`src/rtl/bay_pkg.sv`:
```
package bay_pkg;
  typedef enum logic [1:0] {
    BAY_EMPTY    = 2'd0,
    BAY_INSERTED = 2'd1,
    BAY_POWERED  = 2'd2,
    BAY_REMOVING = 2'd3
  } bay_state_e;

  typedef enum logic [1:0] {
    IND_OFF   = 2'd0,
    IND_SOLID = 2'd1,
    IND_BLINK = 2'd2
  } ind_mode_e;

  localparam int REG_CTRL = 0;
  localparam int REG_STAT = 1;

  localparam int CTRL_LOCK  = 0;
  localparam int CTRL_PWR   = 1;
  localparam int CTRL_REQ   = 2;
  localparam int STAT_CHG   = 0;
  localparam int STAT_REM   = 1;
  localparam int STAT_USB   = 2;
  localparam int STAT_FW    = 3;
  localparam int STAT_STATE = 4;
  localparam int REQ_W      = 2;
  localparam int FIELD_TOP  = 5;
endpackage

```
`src/rtl/bay_in_filter.sv`:
```
module bay_in_filter #(
  parameter int   DEB_CYC = 16,
  parameter logic RST_VAL = 1'b0
) (
  input  logic clk_i,
  input  logic rst_ni,
  input  logic raw_i,
  output logic filt_o
);
  localparam int CNT_W = (DEB_CYC < 2) ? 1 : $clog2(DEB_CYC);
  localparam logic [CNT_W-1:0] CNT_LAST = CNT_W'(DEB_CYC - 1);

  logic             s1_q, s2_q;
  logic [CNT_W-1:0] cnt_q;

  always_ff @(posedge clk_i or negedge rst_ni) begin
    if (!rst_ni) begin
      s1_q   <= RST_VAL;
      s2_q   <= RST_VAL;
      filt_o <= RST_VAL;
      cnt_q  <= '0;
    end else begin
      s1_q <= raw_i;
      s2_q <= s1_q;
      if (s2_q == filt_o) begin
        cnt_q <= '0;
      end else if (cnt_q == CNT_LAST) begin
        filt_o <= s2_q;
        cnt_q  <= '0;
      end else begin
        cnt_q <= cnt_q + 1'b1;
      end
    end
  end
endmodule

```
`src/rtl/bay_core.sv`:
```
module bay_core
  import bay_pkg::*;
(
  input  logic             clk_i,
  input  logic             rst_ni,
  input  logic             wr_ctrl_i,
  input  logic             wr_stat_i,
  input  logic [3:0]       wfield_i,
  input  logic             override_i,
  input  logic [1:0]       pres_i,
  input  logic             btn_i,
  output logic             lock_o,
  output logic             pwr_o,
  output logic [REQ_W-1:0] req_last_o,
  output bay_state_e       state_o,
  output logic             chg_o,
  output logic             rem_o
);
  logic [1:0]       pres_q;
  logic             btn_q;
  logic             present, was_present;
  logic [REQ_W-1:0] req;
  logic             req_nz;

  assign present     = |pres_i;
  assign was_present = |pres_q;
  assign req         = wfield_i[CTRL_REQ +: REQ_W];
  assign req_nz      = |req;

  always_ff @(posedge clk_i or negedge rst_ni) begin
    if (!rst_ni) begin
      pres_q     <= '0;
      btn_q      <= 1'b0;
      chg_o      <= 1'b0;
      rem_o      <= 1'b0;
      lock_o     <= 1'b0;
      pwr_o      <= 1'b0;
      req_last_o <= '0;
      state_o    <= BAY_EMPTY;
    end else begin
      pres_q <= pres_i;
      btn_q  <= btn_i;

      if (pres_i != pres_q)                 chg_o <= 1'b1;
      else if (wr_stat_i && wfield_i[STAT_CHG]) chg_o <= 1'b0;

      if (btn_i && !btn_q)                  rem_o <= 1'b1;
      else if (wr_stat_i && wfield_i[STAT_REM]) rem_o <= 1'b0;

      if (wr_ctrl_i) lock_o <= wfield_i[CTRL_LOCK];

      // power follows lock; absence or override kills it
      if (override_i || !present)
        pwr_o <= 1'b0;
      else if (wr_ctrl_i)
        pwr_o <= wfield_i[CTRL_PWR] & wfield_i[CTRL_LOCK];

      if (wr_ctrl_i && req_nz) req_last_o <= req;

      if (was_present && !present)
        state_o <= BAY_EMPTY;
      else if (wr_ctrl_i && req_nz && present)
        state_o <= bay_state_e'(req);
    end
  end
endmodule

```
`src/rtl/bay_indicator.sv`:
```
module bay_indicator
  import bay_pkg::*;
#(
  parameter int BLINK_DIV = 1024
) (
  input  logic       clk_i,
  input  logic       rst_ni,
  input  logic       low_pwr_i,
  input  logic       pwr_i,
  input  logic       rem_i,
  input  bay_state_e state_i,
  output logic       led_o
);
  localparam int DIV_W = (BLINK_DIV < 2) ? 1 : $clog2(BLINK_DIV);
  localparam logic [DIV_W-1:0] DIV_LAST = DIV_W'(BLINK_DIV - 1);

  logic [DIV_W-1:0] div_q;
  logic             phase_q;
  ind_mode_e        mode;

  always_ff @(posedge clk_i or negedge rst_ni) begin
    if (!rst_ni) begin
      div_q   <= '0;
      phase_q <= 1'b0;
    end else if (div_q == DIV_LAST) begin
      div_q   <= '0;
      phase_q <= ~phase_q;
    end else begin
      div_q <= div_q + 1'b1;
    end
  end

  always_comb begin
    if (pwr_i && (rem_i || state_i == BAY_REMOVING)) mode = IND_BLINK;
    else if (pwr_i)                                  mode = IND_SOLID;
    else if (state_i == BAY_INSERTED)                mode = IND_BLINK;
    else                                             mode = IND_OFF;
  end

  always_comb begin
    if (low_pwr_i)              led_o = 1'b0;
    else if (mode == IND_SOLID) led_o = 1'b1;
    else if (mode == IND_BLINK) led_o = phase_q;
    else                        led_o = 1'b0;
  end
endmodule

```
`src/rtl/bay_mgr.sv`:
```
module bay_mgr
  import bay_pkg::*;
#(
  parameter int ADDR_W       = 2,
  parameter int DATA_W       = 8,
  parameter int DEBOUNCE_CYC = 16,
  parameter int BLINK_DIV    = 1024
) (
  input  logic              clk_i,
  input  logic              rst_ni,
  input  logic              prsn_usb_ni,
  input  logic              prsn_fw_ni,
  input  logic              rem_btn_i,
  input  logic              override_i,
  input  logic              low_pwr_i,
  input  logic              wr_en_i,
  input  logic [ADDR_W-1:0] addr_i,
  input  logic [DATA_W-1:0] wdata_i,
  output logic [DATA_W-1:0] rdata_o,
  output logic              lock_o,
  output logic              pwr_o,
  output logic              led_o,
  output logic              irq_o
);
  localparam int          N_IN     = 3;
  localparam logic [2:0]  FILT_RST = 3'b011;

  logic [N_IN-1:0]  raw_in, filt;
  logic [1:0]       pres;
  logic             wr_ctrl, wr_stat;
  logic [REQ_W-1:0] req_last;
  bay_state_e       bay_state;
  logic             chg, rem, dev_present;
  logic             unused_wdata;

  assign raw_in = {rem_btn_i, prsn_fw_ni, prsn_usb_ni};

  for (genvar gi = 0; gi < N_IN; gi++) begin : g_filt
    bay_in_filter #(
      .DEB_CYC (DEBOUNCE_CYC),
      .RST_VAL (FILT_RST[gi])
    ) u_filt (
      .clk_i  (clk_i),
      .rst_ni (rst_ni),
      .raw_i  (raw_in[gi]),
      .filt_o (filt[gi])
    );
  end

  assign pres        = ~filt[1:0];
  assign dev_present = |pres;
  assign wr_ctrl     = wr_en_i && (addr_i == ADDR_W'(REG_CTRL));
  assign wr_stat     = wr_en_i && (addr_i == ADDR_W'(REG_STAT));
  assign unused_wdata = ^wdata_i[DATA_W-1:4];

  bay_core u_core (
    .clk_i      (clk_i),
    .rst_ni     (rst_ni),
    .wr_ctrl_i  (wr_ctrl),
    .wr_stat_i  (wr_stat),
    .wfield_i   (wdata_i[3:0]),
    .override_i (override_i),
    .pres_i     (pres),
    .btn_i      (filt[2]),
    .lock_o     (lock_o),
    .pwr_o      (pwr_o),
    .req_last_o (req_last),
    .state_o    (bay_state),
    .chg_o      (chg),
    .rem_o      (rem)
  );

  bay_indicator #(.BLINK_DIV(BLINK_DIV)) u_ind (
    .clk_i     (clk_i),
    .rst_ni    (rst_ni),
    .low_pwr_i (low_pwr_i),
    .pwr_i     (pwr_o),
    .rem_i     (rem),
    .state_i   (bay_state),
    .led_o     (led_o)
  );

  assign irq_o = chg | rem;

  always_comb begin
    rdata_o = '0;
    if (addr_i == ADDR_W'(REG_CTRL)) begin
      rdata_o[CTRL_LOCK]          = lock_o;
      rdata_o[CTRL_PWR]           = pwr_o;
      rdata_o[CTRL_REQ +: REQ_W]  = req_last;
    end else if (addr_i == ADDR_W'(REG_STAT)) begin
      rdata_o[STAT_CHG]           = chg;
      rdata_o[STAT_REM]           = rem;
      rdata_o[STAT_USB]           = pres[0];
      rdata_o[STAT_FW]            = pres[1];
      rdata_o[STAT_STATE +: 2]    = bay_state;
    end
  end
endmodule

```
`config.mk`:
```
export PLATFORM = sky130hd
export DESIGN_NAME = bay_mgr
export DESIGN_NICKNAME = d
export VERILOG_FILES = /design/src/rtl/bay_pkg.sv /design/src/rtl/bay_in_filter.sv /design/src/rtl/bay_core.sv /design/src/rtl/bay_indicator.sv /design/src/rtl/bay_mgr.sv
export SDC_FILE = /design/constraint.sdc
export NUM_CORES = 1
export LEC_CHECK = 0
export BUFFER_PORTS_ARGS = -buffer_cell sky130_fd_sc_hd__buf_2
export CAP_MARGIN = 20
export CELL_PAD_IN_SITES_DETAIL_PLACEMENT = 1
export CELL_PAD_IN_SITES_GLOBAL_PLACEMENT = 1
export CORE_MARGIN = 2
export CORE_UTILIZATION = 44
export DETAILED_ROUTE_END_ITERATION = 12
export GPL_TIMING_DRIVEN = 1
export PLACE_DENSITY = 0.79
export SLEW_MARGIN = 20
export SYNTH_ARGS = -nofsm -noshare
export SYNTH_HDL_FRONTEND = slang
export SYNTH_SLANG_ARGS = --single-unit
```
`constraint.sdc`:
```
create_clock -name clk_i -period 1.76 [get_ports clk_i]
set_clock_uncertainty 0.15 [all_clocks]
set_input_delay 0.176 -clock clk_i [delete_from_list [all_inputs] [get_ports clk_i]]
set_output_delay 0.176 -clock clk_i [all_outputs]
set_load 0.05 [all_outputs]
```
==> results.md <==
* Initial DRT Pass Iterations at 4
* Layout area overhead at 21.1%
* Mapped Area at 1890 um2
* Core area at 4060 um2
* Pwr Total at 2.10 mW
* Worst hold path type: in -> reg
* ANT cells at 0
* Ys Warns at 0
* Mean Syn Cell Area at 11.3 um2
* WL per Instance at 15.1 um
* Congestion Overflow GR at 0
* Final Hold Viols at 0
* CP Max Fanout at 6
* Leading cell type in the layout, fill and taps excluded: dfrtp_1
* Startpoint types: flop
* WS Path Type: reg -> out
* Yosys top cell area share at 48.9%
* Critical path arrival at 1340 ps
* Min cycle time layout at 1660 ps
* Synth top area cells: dfrtp_1 49%, dfstp_2 8.3%, xnor2_1 4.2%
* Layout cell share with drive strength beyond 1 at 24.9%
* Vias in the first global route at 1,478
* Synth area leader: dfrtp_1
* TritonCTS Buffers at 5
* # nets final at 226
* Relative slew slack at 66.0%
* Register area share after synthesis at 57.2%
* Row cnt at 23
* Post-Syn Instances at 167
* I/O pin cnt at 30
* # port buffers at 23
* GPL Wtd Cong at 0.777
* H-tree Lvls at 2
* CTS tree: done
* PD cells at 915 nW/um2
* Vias per cell at 5.37
* Final Max Tran Viols at 0
* Via count at 1,370
* Crit path required time at 1430 ps
* Overall Global Routing Usage at 17.7%
* Post-Route Utilization at 56.5%
* Initial DRC Count at 25
* RSZ-0062 raised after global routing: false
* Largest net degree at the start of global routing at 24
* Clk sinks at 43
* Final setup vio count at 0
* Worst-Skew Late Latency at 290 ps
* Post-DRT Antenna Nets at 0
* Status: complete, no violations
* Yosys reg bits at 43
* Total Die Area at 4850 um2
* Number of flops mapped to enable cells by yosys at 0
* Fin crit share at 94.4%
* Initial Utilization at 46.7%
* Clock Path Buffers at 2
* Slew @ Worst Pin at 510 ps
* Fmax at 602 MHz
* TNS Setup at 0 ps
* Max Cap Violations at 0
* Initial antenna violation count at 0
* DRT Wirelength at 3860 um
* Async S/R FF share, synth at 100%
* Die X at 69.6 um
* CTS clk-pin slew, worst paths at 80 ps
* Hpwl dp at 2890 um
* First-pass GRT wire length at 6730 um
* Total leakage power at 1.05 nW
* Ys flop type: dfrtp_1
* Distinct cell type count after synthesis at 38
* Crit end category: output pin
* CTS root buffer: clkbuf_8
* Setup slack, reg-to-reg at 150 ps
* Most frequent cells in the layout: 37 x dfrtp_1, 22 x buf_2, 12 x inv_1, 11 x nand3_1, 10 x nor2_1
* # DRC at 0
* Worst IR Drop VDD at 0.000547 V
* Die Y at 69.6 um
[cell type report]
| cell class | count | area [um2] |
|---|---|---|
| Fill cell | 437 | 1760 |
| Timing Repair Buffer | 33 | 224 |
| Multi-Input combinational cell | 109 | 766 |
| Clock inverter | 3 | 43.8 |
| Clock buffer | 5 | 68.8 |
| Inverter | 12 | 45.0 |
| Tap cell | 50 | 62.6 |
| Sequential cell | 43 | 1080 |
[per-stage QoR]
step | cells | cell area (um2) | hold slack, ps | setup WS (ps)
2_1_floorplan | 168 | 1910 | -270 | 5.93
3_3_place_gp | 238 | 2090 | 0.0879 | 177
3_5_place_dp | 238 | 2090 | 15.2 | 74.9
4_1_cts | 252 | 2260 | 5.33 | 19.5
5_1_grt | 255 | 2290 | 20.5 | 11.2
6_report | 255 | 2290 | 13.4 | 98.5
[flip-flops by register name, summed over array words and instances (netlist names), 2 cells and up]
| register | flops |
|---|---|
| u_core.pres_q | 2 |
| g_filt.u_filt.cnt_q | 12 |
| u_core.state_o | 2 |
| g_filt.u_filt.s2_q | 3 |
| u_core.req_last_o | 2 |
| u_ind.div_q | 10 |
| g_filt.u_filt.s1_q | 3 |
| g_filt.u_filt.filt_o | 3 |
[where the power goes]
part / leakage (nW) / switching, mW / total, mW / internal (mW)
Clock: 0.0581 / 0.332 / 0.754 / 0.422
Sequential: 0.531 / 0.0387 / 1.08 / 1.04
Combinational: 0.458 / 0.171 / 0.264 / 0.0931
[metal layers]
| layer | share of wire (%) | wire length [um] | vias up | GRT usage [%] |
|---|---|---|---|---|
| li1 | - | - | 653 | - |
| met1 | 44 | 1710 | 681 | 20.8 |
| met2 | 50 | 1930 | 31 | 30.9 |
| met3 | 3.8 | 146 | 5 | 3.92 |
| met4 | 1.8 | 68 | 0 | 8.12 |
| met5 | 0 | 0 | - | 0 |
[worst max-delay path, stage by stage (launching register included)]
cell     delay (ps)
dfstp_2         590
inv_1            90
mux2i_1         140
nor2_1           70
buf_6           160
[synth_stat cells (all sizes together) (2+ instances only)]
cell	n
a21oi	10
buf	3
dfrtp	37
dfstp	6
ha	4
inv	12
mux2	4
mux2i	4
nand2	8
nand3	11
nand4	3
nand4b	3
nand4bb	2
nor2	10
nor2b	4
nor3b	6
o21ai	8
o22ai	2
xnor2	9
xor2	5
[final timing paths]
path	from	end	cells after the start
max	g_filt[1].u_filt.filt_o$_DFFE_PN1P_	rdata_o[3]	4
min	wdata_i[1]	u_core.pwr_o$_DFFE_PN0P_	3
max reg2reg	u_ind.div_q[0]$_DFF_PN0_	u_ind.div_q[7]$_DFF_PN0_	4
min reg2reg	g_filt[2].u_filt.s1_q$_DFF_PN0_	g_filt[2].u_filt.s2_q$_DFF_PN0_	0
max in group asynchronous	rst_ni	g_filt[0].u_filt.s1_q$_DFF_PN1_	3
min in group asynchronous	rst_ni	g_filt[1].u_filt.cnt_q[1]$_DFF_PN0_	2
[cell families after synthesis]
logic type,Yosys count,synth area share (%)
AOI/OAI and AO/OA,25,7.53
xor gates and xnor gates,14,6.47
adders and majority gates,4,2.64
buffers and inverters,16,3.63
DFF,43,57.2
muxes,8,4.49
other,1,0.198
and+or+nand+nor,56,17.8
[timing repair]
item                       4_1_cts  5_1_grt
setup endpoints to repair        0        3
hold buffers                     6        0
buffers inserted                 0        3
hold endpoints to repair        22        0
resized for setup                0        4
Power figures use the tool's default switching activity.
